===== src/rtl/rqgt_pkg.sv =====
package rqgt_pkg;

   localparam int unsigned TS_BITS = 3;

   typedef enum logic [TS_BITS-1:0] {
      TS_IDLE = 3'd0,
      TS_T1   = 3'd1,
      TS_T2   = 3'd2,
      TS_T3   = 3'd3,
      TS_WAIT = 3'd4,
      TS_T4   = 3'd5
   } tstate_e;

   typedef enum logic [1:0] {
      ARB_READY = 2'd0,
      ARB_HOLD  = 2'd1,
      ARB_DEAD  = 2'd2
   } arb_e;

endpackage


===== src/rtl/rqgt_edge.sv =====
module rqgt_edge #(
   parameter int unsigned NCH = 2
) (
   input  logic           clk,
   input  logic           rst_n,
   input  logic [NCH-1:0] line_n,
   output logic [NCH-1:0] fall
);

   generate
      for (genvar i = 0; i < NCH; i++) begin : g_ch
         logic prev_q;
         always_ff @(posedge clk or negedge rst_n) begin
            if (!rst_n) prev_q <= 1'b1;
            else        prev_q <= line_n[i];
         end
         // a pulse counts once: only the high-to-low step is reported
         assign fall[i] = prev_q & ~line_n[i];
      end
   endgenerate

endmodule


===== src/rtl/rqgt_track.sv =====
module rqgt_track #(
   parameter int unsigned NCH = 2
) (
   input  logic           clk,
   input  logic           rst_n,
   input  logic [NCH-1:0] fall,
   input  logic [NCH-1:0] ignore,
   input  logic [NCH-1:0] clear,
   input  logic           ts_early,
   input  logic           ts_end,
   output logic [NCH-1:0] pend,
   output logic [NCH-1:0] elig
);

   generate
      for (genvar i = 0; i < NCH; i++) begin : g_ch
         logic pend_q, early_q, seen;

         assign seen = pend_q | (fall[i] & ~ignore[i]);

         always_ff @(posedge clk or negedge rst_n) begin
            if (!rst_n) begin
               pend_q  <= 1'b0;
               early_q <= 1'b0;
            end else begin
               pend_q <= seen & ~clear[i];
               if (clear[i])              early_q <= 1'b0;
               else if (ts_early && seen) early_q <= 1'b1;
               else if (ts_end)           early_q <= 1'b0;
            end
         end

         assign pend[i] = pend_q;
         assign elig[i] = pend_q & early_q;
      end
   endgenerate

endmodule


===== src/rtl/rqgt_pick.sv =====
module rqgt_pick #(
   parameter int unsigned NCH       = 2,
   parameter bit          LOW_FIRST = 1'b1
) (
   input  logic [NCH-1:0] req,
   output logic [NCH-1:0] win
);

   generate
      if (LOW_FIRST) begin : g_low
         always_comb begin
            win = '0;
            for (int i = NCH - 1; i >= 0; i--) begin
               if (req[i]) begin
                  win    = '0;
                  win[i] = 1'b1;
               end
            end
         end
      end else begin : g_high
         always_comb begin
            win = '0;
            for (int i = 0; i < NCH; i++) begin
               if (req[i]) begin
                  win    = '0;
                  win[i] = 1'b1;
               end
            end
         end
      end
   endgenerate

endmodule


===== src/rtl/rqgt_arbiter.sv =====
module rqgt_arbiter
   import rqgt_pkg::*;
#(
   parameter int unsigned NCH       = 2,
   parameter bit          LOW_FIRST = 1'b1
) (
   input  logic           clk,
   input  logic           rst_n,
   input  logic [NCH-1:0] rq_n_in,
   output logic [NCH-1:0] rq_n_out,
   input  logic [2:0]     bus_tstate,
   input  logic           cyc_locked,
   input  logic           cyc_split_lo,
   input  logic           cyc_inta_first,
   output logic           bus_float,
   output logic           start_inhibit,
   output logic [NCH-1:0] hold_owner
);

   localparam int unsigned MAX_CH = 16;

   generate
      if (NCH < 1 || NCH > MAX_CH) begin : g_bad_nch
         $error("rqgt_arbiter: NCH must lie in 1..%0d", MAX_CH);
      end
   endgenerate

   tstate_e        ts;
   arb_e           st_q;
   logic [NCH-1:0] owner_q;
   logic [NCH-1:0] fall, ignore, pend, elig, cand, gnt;
   logic           ts_early, ts_end, gate_ok, grant_any, rel_seen;

   assign ts       = tstate_e'(bus_tstate);
   assign ts_early = (ts == TS_T1) || (ts == TS_T2);
   assign ts_end   = (ts == TS_T4);
   assign gate_ok  = !cyc_locked && !cyc_split_lo && !cyc_inta_first;

   rqgt_edge #(.NCH(NCH)) i_edge (
      .clk   (clk),
      .rst_n (rst_n),
      .line_n(rq_n_in),
      .fall  (fall)
   );

   // the owner's pulse during a hold is a release, not a new request
   assign ignore = (st_q == ARB_HOLD) ? owner_q : '0;

   rqgt_track #(.NCH(NCH)) i_track (
      .clk     (clk),
      .rst_n   (rst_n),
      .fall    (fall),
      .ignore  (ignore),
      .clear   (gnt),
      .ts_early(ts_early),
      .ts_end  (ts_end),
      .pend    (pend),
      .elig    (elig)
   );

   always_comb begin
      cand = '0;
      if (st_q == ARB_READY) begin
         if (ts == TS_IDLE)          cand = pend;
         else if (ts_end && gate_ok) cand = elig;
      end
   end

   rqgt_pick #(.NCH(NCH), .LOW_FIRST(LOW_FIRST)) i_pick (
      .req(cand),
      .win(gnt)
   );

   assign grant_any = |gnt;
   assign rel_seen  = |(fall & owner_q);

   always_ff @(posedge clk or negedge rst_n) begin
      if (!rst_n) begin
         st_q    <= ARB_READY;
         owner_q <= '0;
      end else begin
         unique case (st_q)
            ARB_READY: if (grant_any) begin
               st_q    <= ARB_HOLD;
               owner_q <= gnt;
            end
            ARB_HOLD: if (rel_seen) begin
               st_q    <= ARB_DEAD;
               owner_q <= '0;
            end
            default: st_q <= ARB_READY;
         endcase
      end
   end

   assign rq_n_out      = ~gnt;
   assign bus_float     = (st_q == ARB_HOLD);
   assign hold_owner    = bus_float ? owner_q : '0;
   assign start_inhibit = grant_any | bus_float;


   grant_slot_chk: assert property (@(posedge clk) disable iff (!rst_n)
      !(&rq_n_out) |-> (ts == TS_T4 || ts == TS_IDLE));


   single_grant_chk: assert property (@(posedge clk) disable iff (!rst_n)
      $onehot0(~rq_n_out));


   t4_gate_chk: assert property (@(posedge clk) disable iff (!rst_n)
      (!(&rq_n_out) && ts == TS_T4) |-> gate_ok);


   float_follows_grant_chk: assert property (@(posedge clk) disable iff (!rst_n)
      !(&rq_n_out) |=> (bus_float && hold_owner == ~$past(rq_n_out)));


   owner_onehot_chk: assert property (@(posedge clk) disable iff (!rst_n)
      bus_float |-> $onehot(hold_owner));


   release_ends_hold_chk: assert property (@(posedge clk) disable iff (!rst_n)
      (bus_float && |(fall & hold_owner)) |=> (!bus_float && !start_inhibit));


   dead_clock_chk: assert property (@(posedge clk) disable iff (!rst_n)
      $fell(bus_float) |-> (&rq_n_out));

endmodule


===== config.mk =====
export PLATFORM = sky130hd
export DESIGN_NAME = rqgt_arbiter
export DESIGN_NICKNAME = d
export VERILOG_FILES = /design/src/rtl/rqgt_pkg.sv /design/src/rtl/rqgt_edge.sv /design/src/rtl/rqgt_track.sv /design/src/rtl/rqgt_pick.sv /design/src/rtl/rqgt_arbiter.sv
export SDC_FILE = /design/constraint.sdc
export NUM_CORES = 1
export LEC_CHECK = 0
export BUFFER_PORTS_ARGS = -buffer_cell sky130_fd_sc_hd__buf_2
export CAP_MARGIN = 20
export CELL_PAD_IN_SITES_DETAIL_PLACEMENT = 1
export CELL_PAD_IN_SITES_GLOBAL_PLACEMENT = 2
export CORE_MARGIN = 2
export CORE_UTILIZATION = 29
export DETAILED_ROUTE_END_ITERATION = 8
export GPL_ROUTABILITY_DRIVEN = 0
export PLACE_DENSITY = 0.73
export SETUP_SLACK_MARGIN = 0.3
export SKIP_LAST_GASP = 1
export SYNTH_ARGS = -nofsm -noshare
export SYNTH_HDL_FRONTEND = slang
export SYNTH_SLANG_ARGS = --single-unit

===== constraint.sdc =====
create_clock -name clk -period 1.9 [get_ports clk]
set_clock_uncertainty 0.1 [all_clocks]
set_input_delay 0 -clock clk [delete_from_list [all_inputs] [get_ports clk]]
set_output_delay 0 -clock clk [all_outputs]
set_load 0.02 [all_outputs]

==> flow_summary.toml <==
[critical_path]
regToRegSetupSlack_ns = 0.44
worstPathRequired_ns = 1.80
crit_path_start_kind = "register"
worstPathMaxFanout = 4
worstReg2RegEnd = "owner_q[0]"
crit_path_end_kind = "output port"
worstReg2RegStart = "i_track.g_ch[1].early_q"
crit_type = "reg2out"
crit_arrival_ns = 1.42
reg2regPathDepth = 4

[yosys]
yosysWarningCount = 0
ys_seq_area_frac = 0.452
synth_seq_cells = 10
syn_area_sq_um = 559
ys_types = 25
syn_nets = 68
synth_cells = 58
syn_area_per_cell_sq_um = 9.64

[global_routing]
overflow = 0
grt_pass1_wl_um = 1980
grt_max_degree = 11
antenna_found_initial = 0
grt_pass1_vias = 445
grtUsageTotal = 0.131

[clock_network]
tritoncts = "built"
clock_sinks = 10
post-cts-setup-buffers = 0
cts_max_path_buffers = 2
clkLatencyLatePin_ns = 0.27
htreeDepth = 1
clk_pin_slew_ns = 0.07
cts_root_buf = "clkbuf_4"
cts_made_buffers = 3

[timing]
final_hold_viol_count = 0
worst_pin_slew_ns = 0.354
setup_tns_ns = 0
setup_slack_ns = 0.380
setup_viol = 0
holdWs_ns = 0.0129
rsz0062_at_grt = "false"
maxSlewHeadroom = 0.761
fmax_mhz = 658
period_share = 0.800
slew_viol_final = 0
period_needed_ns = 1.52

[drt]
vias = 498
firstDrtPassIters = 2
ant_nets = 0
route.detailed.drc = 0
drt-initial-drc-count = 4
wl_per_cell_um = 12.2
wl_um = 1280
vias_per_cell = 4.74

[final_layout]
multiInputGateArea_sq_um = 287
register_area_sq_um = 253
nets = 91
syn_to_final_growth_pct = 33.1
drive_gt1_frac = 0.300
antenna_cells = 0
finalNonFillerCells = 105
fill_cells = 228

[status]
status = "complete, no violations"

[placed_design]
hpwl_um = 990
dp.cells = 97
port_buffers = 15
dp_slack_ns = 0.252

[floorplanning]
core_area_sq_um = 1760
ios = 16
initial_utilization = 0.317
rows = 15
die_area_sq_um = 2300
dieWidth_um = 47.9
die_height_um = 47.9

[min_path]
hp-class = "in2async"

[power]
power_density_nw_per_um2 = 1200
p_leak_uw = 0.000341
peakVddDrop_mv = 0.668

[job]
drv_cap = 0
report_power, final:
group	leakage, uW	internal, uW	total [uW]	switching (uW)
Combinational	0.000205	154	336	181
Sequential	0.000116	280	367	87.6
Clock	0.0000210	116	192	75.4
cells in the mapped netlist:
| library cell | n | area (sq um) |
|---|---|---|
| dfrtp_1 | 8 | 200 |
| inv_1 | 6 | 22.5 |
| nor2b_1 | 6 | 37.5 |
| nor2_1 | 5 | 18.8 |
| a211oi_1 | 3 | 22.5 |
| nand2_1 | 3 | 11.3 |
| a21o_1 | 2 | 15.0 |
| a21oi_1 | 2 | 10.0 |
| a221o_1 | 2 | 20.0 |
| a22oi_1 | 2 | 15.0 |
| a31oi_1 | 2 | 12.5 |
| and2_1 | 2 | 12.5 |
| dfstp_2 | 2 | 52.6 |
| nand3b_1 | 2 | 15.0 |
| and4b_1 | 1 | 10.0 |
| buf_2 | 1 | 5.00 |
| nand2b_1 | 1 | 6.26 |
| nor3_1 | 1 | 5.00 |
| nor4bb_1 | 1 | 10.0 |
| o21ai_0 | 1 | 5.00 |
| o21bai_2 | 1 | 11.3 |
| o32ai_2 | 1 | 16.3 |
| or3_1 | 1 | 6.26 |
| or4b_1 | 1 | 10.0 |
| xor2_1 | 1 | 8.76 |
logic make-up (layout without fill, tap and decap cells):
family	Yosys count	after routing	synth area share
buffers and inverters	7	29	0.0492
XOR/XNOR	1	1	0.0157
AND/OR/NAND/NOR	24	24	0.255
flip-flops	10	10	0.452
AO/OA/AOI/OAI	16	16	0.228
sequential cells by signal (all words and copies together) (netlist names):
signal,flops
st_q,2
owner_q,2
i_track.g_ch.early_q,2
i_track.g_ch.pend_q,2
i_edge.g_ch.prev_q,2
routing by layer:
layer	track usage	part of all wire
met1	0.186	0.53
met3	0.0679	0.052
met5	0	0
met2	0.168	0.41
met4	0.0486	0.011
worst max-delay path, stage by stage (launching register included):
cell and delay (ns):
dfrtp_1 0.42, a22oi_1 0.23, o32ai_2 0.12, o21bai_2 0.16, inv_1 0.06, buf_2 0.15
how the worst max path moves through the flow:
stage | startpoint | to | slack [ns] | cells after the start
global route | st_q[0] | rq_n_out[0] | 0.30 | 5
global placement | cyc_split_lo | owner_q[1] | 0.27 | 5
detailed placement | cyc_split_lo | owner_q[0] | 0.25 | 5
floorplan | cyc_split_lo | owner_q[0] | 0.42 | 4
CTS | st_q[0] | rq_n_out[0] | 0.31 | 5
finish | i_track.g_ch[1].early_q | start_inhibit | 0.38 | 5
area by class of cell:
| cell class | instances | area share |
|---|---|---|
| Tap cell | 25 | 0.0420 |
| Clock buffer | 4 | 0.0487 |
| Multi-Input combinational cell | 41 | 0.385 |
| Sequential cell | 10 | 0.339 |
| Inverter | 6 | 0.0303 |
| Timing Repair Buffer | 19 | 0.155 |
through the flow:
| step | instance area, sq um | util | total power (uW) |
|---|---|---|---|
| 6_report | 744 | 0.422 | 895 |
| 5_1_grt | 744 | 0.422 | 966 |
| 4_1_cts | 737 | 0.418 | 896 |
| 3_5_place_dp | 661 | 0.374 | 692 |
| 3_3_place_gp | 661 | 0.374 | 687 |
| 2_1_floorplan | 559 | - | 593 |
cell usage in the layout (no fill, tap or decap), types with 3 or more instances in the layout:
cell	count
buf_2	15
dfrtp_1	8
nor2b_1	6
inv_1	6
nor2_1	4
dlygate4sd3_1	4
nand2_1	3
a211oi_1	3
clkbuf_4	3
what timing repair did:
action / CTS / global route
resized for setup: 0 / 2
endpoints found under the setup margin: 0 / 1
hold buffers: 4 / 0
endpoints found under the hold margin: 14 / 0
No activity file was read; power rests on OpenSTA's default activity.
